<file path="src/rtl/hpm_pkg.sv">
package hpm_pkg;

    typedef enum logic [2:0] {
        K_NONE,
        K_LO,
        K_HI,
        K_SEL,
        K_INH,
        K_EN
    } kind_t;

    localparam logic [11:0] A_LO_BASE  = 12'hB00;
    localparam logic [11:0] A_HI_BASE  = 12'hB80;
    localparam logic [11:0] A_SEL_BASE = 12'h320;
    localparam logic [11:0] A_ENABLE   = 12'h306;
    localparam int          FIRST_SLOT = 3;
    localparam int          MAX_SLOTS  = 29;

    // bits FIRST_SLOT .. FIRST_SLOT+n-1 set
    function automatic logic [31:0] impl_mask(input int n);
        logic [31:0] m;
        m = '0;
        for (int i = 0; i < MAX_SLOTS; i++) begin
            if (i < n) m[i + FIRST_SLOT] = 1'b1;
        end
        return m;
    endfunction

    function automatic logic [63:0] width_mask(input int w);
        logic [63:0] m;
        m = '0;
        for (int i = 0; i < 64; i++) begin
            if (i < w) m[i] = 1'b1;
        end
        return m;
    endfunction

endpackage

</file>
<file path="src/rtl/hpm_decode.sv">
module hpm_decode
    import hpm_pkg::*;
#(
    parameter int NUM_CNT = 4
) (
    input  logic [11:0] addr_i,
    output kind_t       kind_o,
    output logic [4:0]  slot_o,
    output logic        impl_o
);

    localparam logic [5:0] NUM_W = 6'(NUM_CNT);

    logic [4:0] idx;
    logic       idx_ok;

    assign idx    = addr_i[4:0];
    assign idx_ok = (idx >= 5'(FIRST_SLOT));

    always_comb begin
        kind_o = K_NONE;
        if (addr_i == A_ENABLE) begin
            kind_o = K_EN;
        end else if (addr_i[11:5] == A_LO_BASE[11:5]) begin
            if (idx_ok) kind_o = K_LO;
        end else if (addr_i[11:5] == A_HI_BASE[11:5]) begin
            if (idx_ok) kind_o = K_HI;
        end else if (addr_i[11:5] == A_SEL_BASE[11:5]) begin
            if (idx == 5'd0)  kind_o = K_INH;
            else if (idx_ok)  kind_o = K_SEL;
        end
    end

    assign slot_o = idx - 5'(FIRST_SLOT);
    assign impl_o = idx_ok && ({1'b0, slot_o} < NUM_W);

endmodule

</file>
<file path="src/rtl/hpm_counter.sv">
module hpm_counter
    import hpm_pkg::*;
#(
    parameter int CNT_W = 40,
    parameter int EVT_W = 8
) (
    input  logic             clk,
    input  logic             rst_n,
    input  logic [EVT_W-1:0] evt_i,
    input  logic             inhibit_i,
    input  logic             wr_lo_i,
    input  logic             wr_hi_i,
    input  logic             wr_sel_i,
    input  logic [31:0]      wdata_i,
    output logic [63:0]      value_o,
    output logic [EVT_W-1:0] sel_o
);

    localparam logic [63:0] CMASK = width_mask(CNT_W);

    typedef struct packed {
        logic [63:0]      cnt;
        logic [EVT_W-1:0] sel;
    } cnt_st_t;

    cnt_st_t st_d, st_q;
    logic    hit;

    assign hit = (|(st_q.sel & evt_i)) && !inhibit_i;

    always_comb begin
        st_d = st_q;
        if (wr_lo_i) begin
            st_d.cnt = {st_q.cnt[63:32], wdata_i} & CMASK;
        end else if (wr_hi_i) begin
            st_d.cnt = {wdata_i, st_q.cnt[31:0]} & CMASK;
        end else if (hit) begin
            st_d.cnt = (st_q.cnt + 64'd1) & CMASK;
        end
        if (wr_sel_i) begin
            st_d.sel = wdata_i[EVT_W-1:0];
        end
    end

    always_ff @(posedge clk or negedge rst_n) begin
        if (!rst_n) st_q <= '0;
        else        st_q <= st_d;
    end

    assign value_o = st_q.cnt;
    assign sel_o   = st_q.sel;

endmodule

</file>
<file path="src/rtl/hpm_bank.sv">
module hpm_bank
    import hpm_pkg::*;
#(
    parameter int NUM_CNT = 4,
    parameter int CNT_W   = 40,
    parameter int EVT_W   = 8
) (
    input  logic             clk,
    input  logic             rst_n,
    input  logic             csr_en,
    input  logic             csr_we,
    input  logic [11:0]      csr_addr,
    input  logic [31:0]      csr_wdata,
    input  logic             priv_m,
    input  logic [EVT_W-1:0] evt_i,
    output logic [31:0]      csr_rdata,
    output logic             csr_illegal
);

    localparam int          NSLOT = (NUM_CNT == 0) ? 1 : NUM_CNT;
    localparam logic [31:0] IMASK = impl_mask(NUM_CNT);

    typedef struct packed {
        logic [31:0] inh;
    } bank_st_t;

    bank_st_t    st_d, st_q;
    kind_t       kind;
    logic [4:0]  slot;
    logic        impl;
    logic        in_bank;
    logic        wr_ok;
    logic [63:0]      cnt_val [NSLOT];
    logic [EVT_W-1:0] sel_val [NSLOT];
    logic [63:0]      rd_cnt;
    logic [EVT_W-1:0] rd_sel;

    hpm_decode #(.NUM_CNT(NUM_CNT)) u_dec (
        .addr_i (csr_addr),
        .kind_o (kind),
        .slot_o (slot),
        .impl_o (impl)
    );

    assign in_bank     = (kind != K_NONE);
    assign wr_ok       = csr_en && csr_we && priv_m;
    assign csr_illegal = csr_en && in_bank && !priv_m;

    for (genvar g = 0; g < NSLOT; g++) begin : g_slot
        if (g < NUM_CNT) begin : g_impl
            hpm_counter #(.CNT_W(CNT_W), .EVT_W(EVT_W)) u_cnt (
                .clk       (clk),
                .rst_n     (rst_n),
                .evt_i     (evt_i),
                .inhibit_i (st_q.inh[g + FIRST_SLOT]),
                .wr_lo_i   (wr_ok && kind == K_LO  && slot == 5'(g)),
                .wr_hi_i   (wr_ok && kind == K_HI  && slot == 5'(g)),
                .wr_sel_i  (wr_ok && kind == K_SEL && slot == 5'(g)),
                .wdata_i   (csr_wdata),
                .value_o   (cnt_val[g]),
                .sel_o     (sel_val[g])
            );
        end else begin : g_none
            assign cnt_val[g] = '0;
            assign sel_val[g] = '0;
        end
    end

    always_comb begin
        rd_cnt = '0;
        rd_sel = '0;
        for (int k = 0; k < NSLOT; k++) begin
            if (slot == 5'(k)) begin
                rd_cnt = cnt_val[k];
                rd_sel = sel_val[k];
            end
        end
    end

    always_comb begin
        csr_rdata = '0;
        if (csr_en && priv_m) begin
            unique case (kind)
                K_LO:    if (impl) csr_rdata = rd_cnt[31:0];
                K_HI:    if (impl) csr_rdata = rd_cnt[63:32];
                K_SEL:   if (impl) csr_rdata = 32'(rd_sel);
                K_INH:   csr_rdata = st_q.inh;
                default: csr_rdata = '0;
            endcase
        end
    end

    always_comb begin
        st_d = st_q;
        if (wr_ok && kind == K_INH) begin
            st_d.inh = csr_wdata & IMASK;
        end
    end

    always_ff @(posedge clk or negedge rst_n) begin
        if (!rst_n) st_q <= '0;
        else        st_q <= st_d;
    end

endmodule

</file>
<file path="config.mk">
export PLATFORM = sky130hd
export DESIGN_NAME = hpm_bank
export DESIGN_NICKNAME = d
export VERILOG_FILES = /design/src/rtl/hpm_pkg.sv /design/src/rtl/hpm_decode.sv /design/src/rtl/hpm_counter.sv /design/src/rtl/hpm_bank.sv
export SDC_FILE = /design/constraint.sdc
export NUM_CORES = 1
export LEC_CHECK = 0
export ABC_AREA = 0
export CAP_MARGIN = 20
export CORE_ASPECT_RATIO = 0.7
export CORE_MARGIN = 1
export CORE_UTILIZATION = 48
export DETAILED_ROUTE_END_ITERATION = 12
export DONT_BUFFER_PORTS = 1
export PLACE_DENSITY = 0.61
export SYNTH_ARGS = -nofsm -noshare
export SYNTH_HDL_FRONTEND = slang
export SYNTH_HIERARCHICAL = 1
export SYNTH_SLANG_ARGS = --single-unit
</file>
<file path="constraint.sdc">
create_clock -name clk -period 5 [get_ports clk]
set_input_delay 0.25 -clock clk [delete_from_list [all_inputs] [get_ports clk]]
set_output_delay 0.25 -clock clk [all_outputs]
set_load 0.005 [all_outputs]
</file>
After elaboration in Yosys (flattened, before gate mapping)
Index checks and enable logic that the tools add are counted.

Register bits: 292. Input bits: 57. Word-level logic and storage cells: 138. Bits in writable memories: 0. Output and inout port bits: 33. Memories kept: 0. ROM bits: 0. Bits in latches: 0.

Order comparisons: 2. Bitwise logic cells: 8. Div/mod/pow operators: 0. Eq/ne operators: 15. Muxes and demuxes: 33. Add/subtract/negate cells: 5. Reductions and logical operators: 58. Shift operators: 0. $mul: 0.

Operators by type and width (count): $mux W64 (16); $add A40 B1 Y40 const B (4); $pmux W32 S4 (1); $mux W32 (3); $mux W8 (5); $and A8 B8 Y8 (4); $reduce_or A8 Y1 (4); $logic_and A1 B1 Y1 (26); $reduce_and A2 Y1 (8); $reduce_bool A2 Y1 (8); $mux W3 (5); $reduce_bool A3 Y1 (5); $eq A7 B7 Y1 const B (2); $eq A12 B10 Y1 const B (1); $eq A5 B2 Y1 const B (2); $logic_not A5 Y1 (2); $ne A2 B1 Y1 const B (4); $eq A7 B5 Y1 const B (1); $eq A3 B2 Y1 const B (2); $eq A5 B1 Y1 const B (1); $ge A5 B2 Y1 const B (1); $logic_not A1 Y1 (5); $lt A5 B3 Y1 const B (1); $sub A5 B2 Y5 const B (1); 5 further kinds (9).

Longest topological paths before layout
Word-level depth: 12. Mapped depth: 18.

Hierarchy
The synthesis kept the hierarchy.

Modules (own cells, without submodules): hpm_counter (g_slot[0].g_impl.u_cnt ...) (cells an instance 343, seq. area each 1201.2 µm², times used 2, area an instance 3153.0 µm²); hpm_counter (g_slot[2].g_impl.u_cnt ...) (cells an instance 328, seq. area each 1201.2 µm², times used 2, area an instance 2979.1 µm²); hpm_bank (cells an instance 427, seq. area each 100.1 µm², times used 1, area an instance 2891.5 µm²); hpm_decode (cells an instance 29, seq. area each 0.0 µm², times used 1, area an instance 241.5 µm²).

Least setup slack after synthesis
OpenSTA, ideal clock, no wires.

Kind: input to register. From: in csr_addr[0]. To: reg g_slot[2].g_impl.u_cnt.st_q (netlist bit g_slot[2].g_impl.u_cnt/value_o[35]). Required time: 4.935 ns. Stages on the path: 17. Arrival: 3.367 ns. Slack: 1.568 ns. Cell sequence: inv_1 ha_1 nor4b_2 o32a_1 a211oi_2 buf_2 nor2b_1 clkbuf_1 clkbuf_1 nand2_1 nor2_1 clkbuf_1 nand2b_1 nor2_1 or4_1 o2bb2a_2 nand2_1.

Word-level cells in the longest chain between the ends: 12. Elaborated cells on any way between the ends: 23. Classes of those cells: add/sub: 1; order compare: 1; eq/ne: 4; mux: 9; bitwise: 1; reduce/logical: 7.

RTL lines: start: declaration (line hpm_bank.sv:12) `input logic [11:0] csr_addr,`; $ge A5 B2 Y1 (line hpm_decode.sv:18) `assign idx_ok = (idx >= 5'(FIRST_SLOT));`; $mux W2 (line hpm_decode.sv:30) `else if (idx_ok) kind_o = K_SEL;`; $mux W3 (line hpm_decode.sv:29) `if (idx == 5'd0) kind_o = K_INH;`; $mux W3 (line hpm_decode.sv:28) `end else if (addr_i[11:5] == A_SEL_BASE[11:5]) begin`; $mux W3 (line hpm_decode.sv:26) `end else if (addr_i[11:5] == A_HI_BASE[11:5]) begin`; $mux W3 (line hpm_decode.sv:24) `end else if (addr_i[11:5] == A_LO_BASE[11:5]) begin`; $mux W3 * (line hpm_decode.sv:22) `if (addr_i == A_ENABLE) begin`; net kind[1] (line hpm_bank.sv:28) `kind_t kind;`; $eq A3 B2 Y1 or $eq A3 B1 Y1 (tied branches) (line hpm_bank.sv:57, hpm_bank.sv:56); $logic_and A1 B1 Y1, on equally long branches (2 in a row) (line hpm_bank.sv:57, hpm_bank.sv:56); $reduce_bool A2 Y1 (no line) or $not A1 Y1 (tied branches); $reduce_and A2 Y1 (no line); end signal: assignment (line hpm_counter.sv:47) `else st_q <= st_d;`; end: declaration (line hpm_counter.sv:26) `cnt_st_t st_d, st_q;`.

The timed path passes the listed nets; every way through them passes the cells marked *. The select of a mux whose other input is x is not followed. A chain may end at the register's enable or synchronous reset.

Worst setup path after layout
From: in csr_addr[0]. To: out csr_rdata[6].

Word-level cells in the longest chain between the ends: 10. Elaborated cells on any way between the ends: 35. Classes of those cells: add/sub: 1; order compare: 2; eq/ne: 8; mux: 21; reduce/logical: 3.

RTL lines: $ge A5 B2 Y1 (line hpm_decode.sv:18); $mux W2 (line hpm_decode.sv:30); $mux W3 (line hpm_decode.sv:29); $mux W3 (line hpm_decode.sv:28); $mux W3 (line hpm_decode.sv:26); $mux W3 (line hpm_decode.sv:24); $mux W3 * (line hpm_decode.sv:22); net kind[1] (line hpm_bank.sv:28); $eq A3 B3 Y1 (tied with other cells) (line hpm_bank.sv:83) `unique case (kind)`; $pmux W32 S4 * (line hpm_bank.sv:83); $mux W32 * (line hpm_bank.sv:82) `if (csr_en && priv_m) begin`; end: declaration (line hpm_bank.sv:16) `output logic [31:0] csr_rdata,`.

The timed path passes the listed nets; every way through them passes the cells marked *.

==> reports/results.txt <==
relative slew slack: 25.2%
worst hold path class: in2reg
Crit Path Category: in2out
area of the multi-input gates: 0.00952 mm2
post-synth cell types: 81
FF+latch area: 0.00490 mm2
switching pwr: 821 uW
GRT Util Overall: 33.0%
Core ar.: 0.0314 mm2
Post-CTS Hold Buffers: 34
CP Data Required Time: 4.75 ns
final worst-path cycle share: 81.6%
Mean Syn Cell Area: 8.56 um2
unrepaired setup endpoints after global routing: no
internal power: 2450 uW
Clock power frac: 45.2%
Switching Fraction: 25.1%
Layout area overhead: 5.30%
Hold Vio Cnt, Final: 0
clk_skew: 0.0146 ns
Worst-Skew Late Latency: 0.46 ns
Vias: 14300
routed wire length: 54500 um
setup ws final: 0.920 ns
main combinational cell family by area after synthesis: simple AND/OR/NAND/NOR gates
Final Wtd Congestion: 0.973
DR WL/cell: 25.0 um
CTS Sinks: 196
first-pass GRT wire length: 81900 um
Flop pwr share: 48.7%
die width: 216 um
Top Ports: 90
Initial Util: 49.1%
CP startpoint kind: input pin
minimum clock period: 4.08 ns
CTS tree: done
Post-synth EDFFs: 0
DRC: 0
Clock Pin Slew Worst Setup and Hold Paths: 0.07 ns
worst vdd ir: 0.000246 V
mux contribution to synthesized area: 6.31%
post-CTS setup buffer count: 0
Synth warnings: 6
Synth Cell Area: 0.0154 mm2
gr ovfl total: 0
Post-synth top flop: dfrtp_1
H-tree Lvls: 4
post-synthesis instance total: 1798
fin nets: 1807
row count: 54
post_cts resized: 0
Combinational Power Share: 6.0%
Die Ht: 152 um
WP data arrival: 3.83 ns
CP Capture Type: primary output
largest net degree at the start of global routing: 197
Seq cells post-synth: 196
Die ar.: 0.0328 mm2
DRT antenna net count: 0
LEAKAGE: 0.00614 uW
Setup Viol. Count Final: 0
adder-cell share of the synthesized area: 0.569%
Iter 0 DRT Violations: 1988
xor and xnor area share after synthesis: 6.43%
dpl ws: 0.721 ns
Root Buffer: clkbuf_16
register area share after synthesis: 31.9%
status: finished, final reports clean
layout cells sized above 1: 10.0%
I/O Buffers: 0
First-pass DRT Iterations: 7
PD cells: 202 mW/mm2
ys async rst share: 100%
max-slew violations: 0
Filler cells: 3007
total CTS buffers: 17
fmax: 245 MHz
buffer depth of the longest clock path: 2
post-synthesis compound-gate area fraction: 20.2%
detailed placement HPWL: 38100 um
Post-Synth Simple-Gate Area: 25.4%
maximum fanout count along the critical path: 100
vias in the first global route: 12619
worst-margin pin slew: 1.12 ns
vias per cell: 6.56
initial antenna violation count: 11
MaxCap Viol Count: 0
setup_tns: 0 ns
[power by group through the flow]
stage / sequential (uW) / clock (uW) / combinational, uW
after floorplan: 1620 / 0 / 125
after global placement: 1630 / 0 / 84.4
after detailed placement: 1630 / 0 / 85.6
after CTS: 1590 / 1500 / 190
after global routing: 1590 / 1560 / 211
final: 1590 / 1480 / 197
[metal layers]
layer	GRT usage (%)	vias to the layer above	part of all wire [%]
met1	51.5	6953	46
met2	41.9	808	39
met3	11.1	87	13
met4	9.12	10	2.0
li1	-	6442	-
met5	0	-	0.12
[worst paths after layout]
kind,start,endpoint,slack (ns),cells past startpoint
max,csr_addr[0],csr_rdata[6],0.92,11
min,csr_wdata[7],g_slot[1].g_impl.u_cnt/value_o[39]$_DFFE_PN0P_,0.03,2
max reg2reg,g_slot[3].g_impl.u_cnt/value_o[0]$_DFFE_PN0P_,g_slot[3].g_impl.u_cnt/value_o[34]$_DFFE_PN0P_,2.50,6
min reg2reg,g_slot[3].g_impl.u_cnt/sel_o[4]$_DFFE_PN0P_,g_slot[3].g_impl.u_cnt/sel_o[4]$_DFFE_PN0P_,0.54,1
max in group asynchronous,rst_n,g_slot[3].g_impl.u_cnt/value_o[33]$_DFFE_PN0P_,3.64,2
min in group asynchronous,rst_n,g_slot[1].g_impl.u_cnt/value_o[18]$_DFFE_PN0P_,0.47,2
[synth_stat cells, drive strengths merged, types with 19 or more instances]
master	n	area [um2]
mux2	72	811
o22a	23	201
nor4	56	443
dfrtp	196	4900
xnor2	53	464
clkbuf	86	323
a22oi	83	623
nand2b	19	119
xor2	60	526
and4	22	198
buf	135	973
and3	32	200
a22o	64	561
nand3	73	375
o21ai	121	606
nor3	46	235
nand4	77	512
nor2	69	259
o22ai	19	119
a31oi	36	225
inv	26	97.6
nand2	206	773
[kinds of logic (layout without fill, tap and decap cells)]
| family | Yosys count | after routing |
|---|---|---|
| adder cells (fa/ha/maj) | 7 | 7 |
| flip-flops | 196 | 196 |
| XOR/XNOR | 113 | 113 |
| AO/OA/AOI/OAI | 435 | 435 |
| AND/OR/NAND/NOR | 706 | 706 |
| other | 4 | 101 |
| multiplexers | 88 | 88 |
| buffers and inverters | 249 | 114 |
[state kept, by name, indices dropped and copies added, names as in the netlist]
| name | cells |
|---|---|
| g_slot.g_impl.u_cnt/sel_o | 32 |
| g_slot.g_impl.u_cnt/value_o | 160 |
| st_q | 4 |
[final cells by class]
class                   instances  area share, %
multi-input cells            1445           58.7
flip-flops and latches        196           30.3
repair buffers                 55           3.30
well taps                     420           3.24
clock buffers                  20           2.82
clock inverters                11          0.926
inverters                      28          0.648
diodes                          5         0.0772
[per-stage QoR]
step	hold slack [ns]	instances	area [um2]	util [%]	power [uW]
after floorplan	-0.0456	1890	15700	-	1750
after detailed placement	-0.0340	2109	15200	48.5	1710
after global placement	-0.0349	2109	15200	48.5	1710
after global routing	0.0536	2176	16200	51.7	3370
final	0.0301	2180	16200	51.7	3270
after CTS	0.0150	2174	16200	51.6	3290
[cells in the final DEF, fill, tap and decap left out, types with 23 or more instances in the layout]
cell           Yosys  routed
a22oi_1           83      83
conb_1             4      96
nor3_1            45      41
dlygate4sd3_1      0      33
inv_1             26      26
a31oi_1           36      36
nand3_1           71      71
nand4_1           75      75
o21ai_0          117     117
dfrtp_1          196     196
a22o_1            64      64
nor2_1            69      66
xnor2_1           53      53
mux2_2            72      72
xor2_1            60      60
and3_1            32      32
o22a_1            23      23
nand2_1          206     206
nor4_1            44      44
[critical path: stages]
cell and delay (ns):
inv_1 0.56, ha_1 0.26, nor4b_2 0.31, o32a_1 0.26, a211oi_4 0.05, buf_4 0.27, nor2b_4 0.15, buf_4 0.77
a22o_1 0.32, a2111oi_0 0.15, a211oi_1 0.41
(Power assumes the default switching activity.)
